--- config.mk ---
export PLATFORM = sky130hd
export DESIGN_NAME = wdo_supervisor
export DESIGN_NICKNAME = d
export VERILOG_FILES = /design/src/rtl/wdo_pkg.sv /design/src/rtl/wdo_edge_sync.sv /design/src/rtl/wdo_timer.sv /design/src/rtl/wdo_out_sel.sv /design/src/rtl/wdo_supervisor.sv
export SDC_FILE = /design/constraint.sdc
export NUM_CORES = 1
export LEC_CHECK = 0
export CAP_MARGIN = 30
export CORE_AREA = 2 2 39 41
export CTS_CLUSTER_SIZE = 40
export DETAILED_ROUTE_END_ITERATION = 6
export DIE_AREA = 0 0 41 43
export GPL_ROUTABILITY_DRIVEN = 1
export PLACE_DENSITY = 0.73
export RECOVER_POWER = 50
export SLEW_MARGIN = 25
export SYNTH_ARGS = -nofsm -noshare
export SYNTH_HDL_FRONTEND = slang
export SYNTH_SLANG_ARGS = --single-unit
--- constraint.sdc ---
create_clock -name clk -period 1.7 [get_ports clk]
set_clock_uncertainty 0.05 [all_clocks]
set_input_delay 0.17 -clock clk [delete_from_list [all_inputs] [get_ports clk]]
set_output_delay 0.17 -clock clk [all_outputs]
set_load 0.01 [all_outputs]
--- src/rtl/wdo_pkg.sv ---
package wdo_pkg;

  // Reason the output is at its current level, in priority order
  typedef enum logic [1:0] {
    CAUSE_NONE   = 2'd0,
    CAUSE_WDOG   = 2'd1,
    CAUSE_RAIL   = 2'd2,
    CAUSE_MARGIN = 2'd3
  } wdo_cause_e;

  function automatic logic cause_drives_low(input wdo_cause_e c);
    return (c == CAUSE_RAIL) || (c == CAUSE_WDOG);
  endfunction

endpackage

--- src/rtl/wdo_edge_sync.sv ---
module wdo_edge_sync #(
  parameter int STAGES = 2
) (
  input  logic clk,
  input  logic rst_n,
  input  logic d_in,
  output logic edge_o
);

  localparam int LAST = STAGES;

  logic [LAST:0] chain_q;
  logic [LAST:0] chain_d;

  always_comb begin
    chain_d = {chain_q[LAST-1:0], d_in};
  end

  for (genvar i = 0; i <= LAST; i++) begin : g_stage
    always_ff @(posedge clk or negedge rst_n) begin
      if (!rst_n) chain_q[i] <= 1'b0;
      else        chain_q[i] <= chain_d[i];
    end
  end

  // Any change between the last two stages is a valid transition
  assign edge_o = chain_q[LAST] ^ chain_q[LAST-1];

endmodule

--- src/rtl/wdo_timer.sv ---
module wdo_timer #(
  parameter int TIMEOUT_CYC = 64
) (
  input  logic clk,
  input  logic rst_n,
  input  logic rails_bad,
  input  logic wd_edge,
  input  logic wd_en,
  input  logic mr_n,
  input  logic tmo_done,
  output logic fault_o
);

  localparam int CNT_W = (TIMEOUT_CYC > 2) ? $clog2(TIMEOUT_CYC) : 1;
  localparam logic [CNT_W-1:0] CNT_LAST = CNT_W'(TIMEOUT_CYC - 1);

  logic [CNT_W-1:0] cnt_q, cnt_d;
  logic             cnt_en;
  logic             fault_q, fault_d;
  logic             fault_en;
  logic             armed, run, hit, release_w;

  always_comb begin
    release_w = rails_bad | ~mr_n | ~wd_en | wd_edge;
    armed     = mr_n & tmo_done & wd_en & ~rails_bad;
    run       = armed & ~wd_edge & ~fault_q;
    hit       = run & (cnt_q == CNT_LAST);

    cnt_en = run | (cnt_q != '0);
    cnt_d  = (run && !hit) ? cnt_q + 1'b1 : '0;

    fault_en = release_w | hit;
    fault_d  = release_w ? 1'b0 : 1'b1;
  end

  always_ff @(posedge clk or negedge rst_n) begin
    if (!rst_n) begin
      cnt_q <= '0;
    end else if (cnt_en) begin
      cnt_q <= cnt_d;
    end
  end

  always_ff @(posedge clk or negedge rst_n) begin
    if (!rst_n) begin
      fault_q <= 1'b0;
    end else if (fault_en) begin
      fault_q <= fault_d;
    end
  end

  assign fault_o = fault_q;

endmodule

--- src/rtl/wdo_out_sel.sv ---
module wdo_out_sel
  import wdo_pkg::*;
(
  input  logic margin_n,
  input  logic rails_bad,
  input  logic wd_fault,
  output logic wdo_n
);

  wdo_cause_e cause;

  always_comb begin
    if (!margin_n)      cause = CAUSE_MARGIN;
    else if (rails_bad) cause = CAUSE_RAIL;
    else if (wd_fault)  cause = CAUSE_WDOG;
    else                cause = CAUSE_NONE;
    wdo_n = ~cause_drives_low(cause);
  end

endmodule

--- src/rtl/wdo_supervisor.sv ---
module wdo_supervisor #(
  parameter int N_RAILS     = 4,
  parameter int TIMEOUT_CYC = 64,
  parameter int SYNC_STAGES = 2
) (
  input  logic               clk,
  input  logic               rst_n,
  input  logic [N_RAILS-1:0] rail_uv,
  input  logic               wd_in,
  input  logic               wd_en,
  input  logic               mr_n,
  input  logic               rst_tmo_done,
  input  logic               margin_n,
  output logic               wdo_n
);

  logic rails_bad;
  logic wd_edge;
  logic wd_fault;

  assign rails_bad = |rail_uv;

  wdo_edge_sync #(.STAGES(SYNC_STAGES)) u_sync (
    .clk    (clk),
    .rst_n  (rst_n),
    .d_in   (wd_in),
    .edge_o (wd_edge)
  );

  wdo_timer #(.TIMEOUT_CYC(TIMEOUT_CYC)) u_timer (
    .clk       (clk),
    .rst_n     (rst_n),
    .rails_bad (rails_bad),
    .wd_edge   (wd_edge),
    .wd_en     (wd_en),
    .mr_n      (mr_n),
    .tmo_done  (rst_tmo_done),
    .fault_o   (wd_fault)
  );

  wdo_out_sel u_sel (
    .margin_n  (margin_n),
    .rails_bad (rails_bad),
    .wd_fault  (wd_fault),
    .wdo_n     (wdo_n)
  );

endmodule

== Word level (Yosys, flattened, before mapping) ==
Index checks and enable logic that the tools add are counted.

* Bits in registers: 10
* Input bits: 11
* Output and inout bits: 1
* Word-level logic and storage cells: 37

* $add $sub $neg: 1
* Equal/unequal tests: 3
* Multiplexer cells: 5
* Bitwise gates (word level): 18
* Reductions and logical operators: 5

{| class="wikitable"
|+ Operator list
! operator !! count
|-
| 6-bit by 1-bit adder with 6-bit output, second input constant || 1
|-
| 1-bit bitwise AND || 6
|-
| 6-bit equality test, second input constant || 1
|-
| 6-bit 2-to-1 mux || 1
|-
| 1-bit NOT || 6
|-
| 6-bit nonzero test || 1
|-
| 1-bit OR || 5
|-
| 2-bit 2-to-1 mux || 2
|-
| 4-bit OR reduction || 1
|-
| 2-bit by 1-bit equality test with 1-bit output, second input constant || 1
|-
| 2-bit equality test, second input constant || 1
|-
| 1-bit 2-to-1 mux || 2
|-
| 1-bit logical AND || 1
|-
| 1-bit zero test || 1
|-
| 1-bit logical OR || 1
|-
| 1-bit XOR || 1
|}

== Depth between registers and ports, before layout ==
Gate-level depths: netlist of run 1.

* Depth after elaboration: 9
* Gate-level depth with buffers: 5
* Mapped depth without buffers: 5

== Modules after synthesis ==
From an unflattened synthesis of run 1, not the netlist that was laid out.

* Cells, all modules: 42
* Area total of the unflattened synthesis: 464.2 um^2

{| class="wikitable"
|+ Modules (own cells, without submodules)
! module !! instances !! cells each !! area an instance (um^2) !! seq. area each (um^2)
|-
| wdo_timer || 1 || 36 || 367.9 || 175.2
|-
| wdo_edge_sync || 1 || 4 || 83.8 || 75.1
|-
| wdo_supervisor || 1 || 1 || 7.5 || 0.0
|-
| wdo_out_sel || 1 || 1 || 5.0 || 0.0
|}

== Worst setup path before layout of run 1 ==
Ideal clock, no wire load.

* Path type: input to register
* Start point: input port rail_uv[1]
* End point: register u_timer.cnt_q[3]
* Setup time: 0.073 ns
* Data arrival time: 1.204 ns
* Data required time: 1.577 ns
* Setup slack: 0.373 ns
* Cell stages on the path: 4
* Buffers on the path: 0
* Cell sequence: or4_4 > nand4b_4 > nand3b_4 > a21oi_2

* Word-level cells in the longest chain between the ends: 9
* Elaborated cells between the ends (all ways): 10
* Classes of those cells: 1 x mux; 6 x bitwise; 3 x reduce/logical

{| class="wikitable"
|+ Ends and longest elaborated chain
! item !! RTL line !! source
|-
| start, declared || wdo_supervisor.sv:8 || <nowiki>input logic [N_RAILS-1:0] rail_uv,</nowiki>
|-
| 4-bit OR reduction (*) || wdo_supervisor.sv:21 || <nowiki>assign rails_bad = |rail_uv;</nowiki>
|-
| 1-bit NOT (*) || wdo_timer.sv:25 || <nowiki>armed = mr_n & tmo_done & wd_en & ~rails_bad;</nowiki>
|-
| 1-bit bitwise AND (*) || wdo_timer.sv:25 ||
|-
| 1-bit bitwise AND (*) (2 in a row) || wdo_timer.sv:26 || <nowiki>run = armed & ~wd_edge & ~fault_q;</nowiki>
|-
| 1-bit bitwise AND || wdo_timer.sv:27 || <nowiki>hit = run & (cnt_q == CNT_LAST);</nowiki>
|-
| 1-bit zero test || wdo_timer.sv:30 || <nowiki>cnt_d = (run && !hit) ? cnt_q + 1'b1 : '0;</nowiki>
|-
| 1-bit logical AND || wdo_timer.sv:30 ||
|-
| 6-bit 2-to-1 mux || wdo_timer.sv:30 ||
|-
| end signal, assigned || wdo_timer.sv:40 || <nowiki>cnt_q <= cnt_d;</nowiki>
|-
| end, declared || wdo_timer.sv:17 || <nowiki>logic [CNT_W-1:0] cnt_q, cnt_d;</nowiki>
|}

Every way passes the cells marked *; elsewhere a longest branch is shown, timed or not.
A chain may end at the register's enable or synchronous reset.

== Worst setup path in the final report of run 1 ==
Same ends and word-level chain as after synthesis.

==> results of run 1 <==
## power by group
group / leakage, uW / internal (uW) / switching, uW
Sequential: 0.000133 / 246 / 10.5
Combinational: 0.000157 / 34.5 / 27.5
Clock: 0.0000138 / 81.9 / 80.1
Total: 0.000303 / 362 / 118
## sequential cells by signal, indices dropped and copies added (netlist names)
register,count
u_sync.chain_d,2
u_sync.chain_q,1
u_timer.cnt_q,6
u_timer.fault_o,1
## final cells by class
type / instances / area (um^2)
well taps: 16 / 20.0
fillers: 134 / 709
repair buffers: 12 / 113
clock buffers: 3 / 22.5
inverters: 2 / 7.51
flip-flops and latches: 10 / 250
multi-input cells: 34 / 262
## worst register-to-register path, stage by stage (launching register included)
cell and delay, ns:
dfrtp_1 0.48, ha_1 0.28, nand3_1 0.24, nand3b_4 0.15, a21oi_2 0.06
## worst paths after layout
kind | to | cells past startpoint | slack (ns)
setup / recovery | u_timer.cnt_q[3]$_DFFE_PN0P_ | 6 | 0.04
min in group clk | u_sync.chain_d[2]$_DFF_PN0_ | 0 | 0.31
hold / removal | u_timer.cnt_q[2]$_DFFE_PN0P_ | 1 | 0.24
setup reg to reg | u_timer.cnt_q[3]$_DFFE_PN0P_ | 4 | 0.34
hold reg to reg | u_sync.chain_d[2]$_DFF_PN0_ | 0 | 0.31
max in group asynchronous | u_timer.cnt_q[4]$_DFFE_PN0P_ | 1 | 1.04
## logic make-up (layout without fill, tap and decap cells)
family,Yosys count,after routing
AND/OR/NAND/NOR,22,22
buffers and inverters,2,17
adder cells (fa/ha/maj),2,2
XOR/XNOR,4,4
flip-flops,10,10
AO/OA/AOI/OAI,6,6
## cell usage after synthesis, types with 2 or more instances
master / number / area [um^2]
dfrtp_1: 10 / 250
nand3_1: 5 / 25.0
nand2_1: 3 / 11.3
nor2_1: 3 / 11.3
and2_0: 2 / 12.5
ha_1: 2 / 25.0
inv_1: 2 / 7.51
o21ai_0: 2 / 10.0
xnor2_1: 2 / 17.5
xor2_1: 2 / 17.5
## metrics by stage
| stage | utilization, % | TNS, ns | cells | total power, uW | worst slack [ns] |
|---|---|---|---|---|---|
| floorplan | - | 0 | 46 | 287 | 0.373 |
| global placement | 47.5 | -0.999 | 74 | 322 | -0.312 |
| detailed placement | 47.5 | -1.28 | 74 | 326 | -0.350 |
| CTS | 48.7 | 0 | 77 | 490 | 0.0468 |
| global route | 48.7 | 0 | 77 | 507 | 0.00442 |
| finish | 48.7 | 0 | 77 | 480 | 0.0438 |
## layer usage
layer,vias up,global-route usage (%)
li1,195,-
met4,0,12.0
met1,187,14.9
met5,-,0
met3,2,3.66
met2,8,20.6
## repair_timing
item	CTS	global route
gates resized for setup	5	0
endpoints found under the hold margin	0	0
endpoints found under the setup margin	1	0
==> metrics, run 1 <==
run status=completed; via count=392; Initial DRC Count=11; wl on met1=423 um; Mapped Cells=46; DRT antenna net count=0; CTS Hold Buffers Added=0; final wirelength=972 um; Worst Setup End Kind=register; commonest cells after routing, fill and taps aside=dfrtp_1 (10), clkdlybuf4s50_1 (8), nand3_1 (5); CTS Buf Count=3; initial antenna violation count=0; crit path cell chain=clkdlybuf4s50_1 > or4_4 > buf_4 > nand4b_4 > nand3b_4 > a21oi_2; nets=76; Syn Nets=59; Tot GR Track Use=13.8%; P per Cell Area=712 nW/um^2; Crit. Startpoint=rail_uv[1]; Synth async-reset ratio=100%; initial core utilization=37.5%; fin crit period=1.66 ns; Post-Synth XOR/XNOR Area=6.75%; worst r2r src=u_timer.cnt_q[0]$_DFFE_PN0P_; drt first pass iters=2; Die Y=43 um; IO Port Bufs=11; crit-path max FO=8; CTS tree=yes; remaining global-route overflow=0; Max Cap Viol=0; Slew Viols, Final=0; Clock Path Buffers=2; unrepaired setup endpoints after global routing=no; worst slew pin tran=0.474 ns; worst path arrival time=1.81 ns; largest net degree at the start of global routing=11; DR WL met3=48 um; commonest non-fill, non-tap cell in the layout=dfrtp_1; Highest Signal Layer=met4; metal2 WL=476 um; worst rel slew slack=68.3%; first-pass GRT wire length=1530 um; Die W=41 um; Netlist Area Pre-Place=519 um^2; DR vias/cell=5.09; drt wl/cell=12.6 um; Ant. Diodes=0; CP Data Required Time=1.85 ns; Buf/Inv on CP=2; CP top delay family=simple AND/OR/NAND/NOR gates; DPL Wire Length=762 um; Slowest Stage Delay on Critical Path=0.54 ns; DP Area=657 um^2; Die Area=1760 um^2; area of the core=1380 um^2; Hold Slack=0.244 ns; layout cells sized above 1=18.0%; Post-synth EDFFs=0; main combinational cell family by area after synthesis=simple AND/OR/NAND/NOR gates; Synth Flop Type=dfrtp_1; maximum clock frequency=604 MHz; Top-Level Pins=12; synthesis-to-finish area growth=29.9%; synth warn=0; Design Area, Final=674 um^2; post-synthesis sequential area ratio=48.2%; crit path launch type=input port; Rows=14; Synth Area in Compound Gates=8.19%; Synth cell types=23; vias in the first global route=379; clock transition at the registers of the reported paths=0.06 ns; Pleak=0.000303 uW; post-synthesis simple-gate area fraction=30.6%; Setup Crit Path Kind=in2reg; clk sink count=10; final setup fails=0; synthesized area per cell=11.3 um^2; multiplexer share of the synthesized area=0%; Worst Hold Class=in2async; Final Hold Violating Endpoints=0; CTS Root Cell=clkbuf_4; CP max stage cell=or4_4; Seq cells post-synth=10; IR drop worst, VDD=0.000417 V; htree depth=1; Final period util=97.4%; post-CTS setup repair buffer count=0; post-route DRC violation count=0; Clock Latency Late Sink=0.27 ns; Adder-Cell Fraction of Synth Area=4.82%; GP Congestion=0.733
(Power assumes the default switching activity.)
==> run 2: changes to the inputs <==
CTS_BUF_LIST = sky130_fd_sc_hd__clkbuf_2 sky130_fd_sc_hd__clkbuf_4 sky130_fd_sc_hd__clkbuf_8   (was not set)
==> results of run 2 <==
Final layout, timing and power as in run 1 (identical DEF).
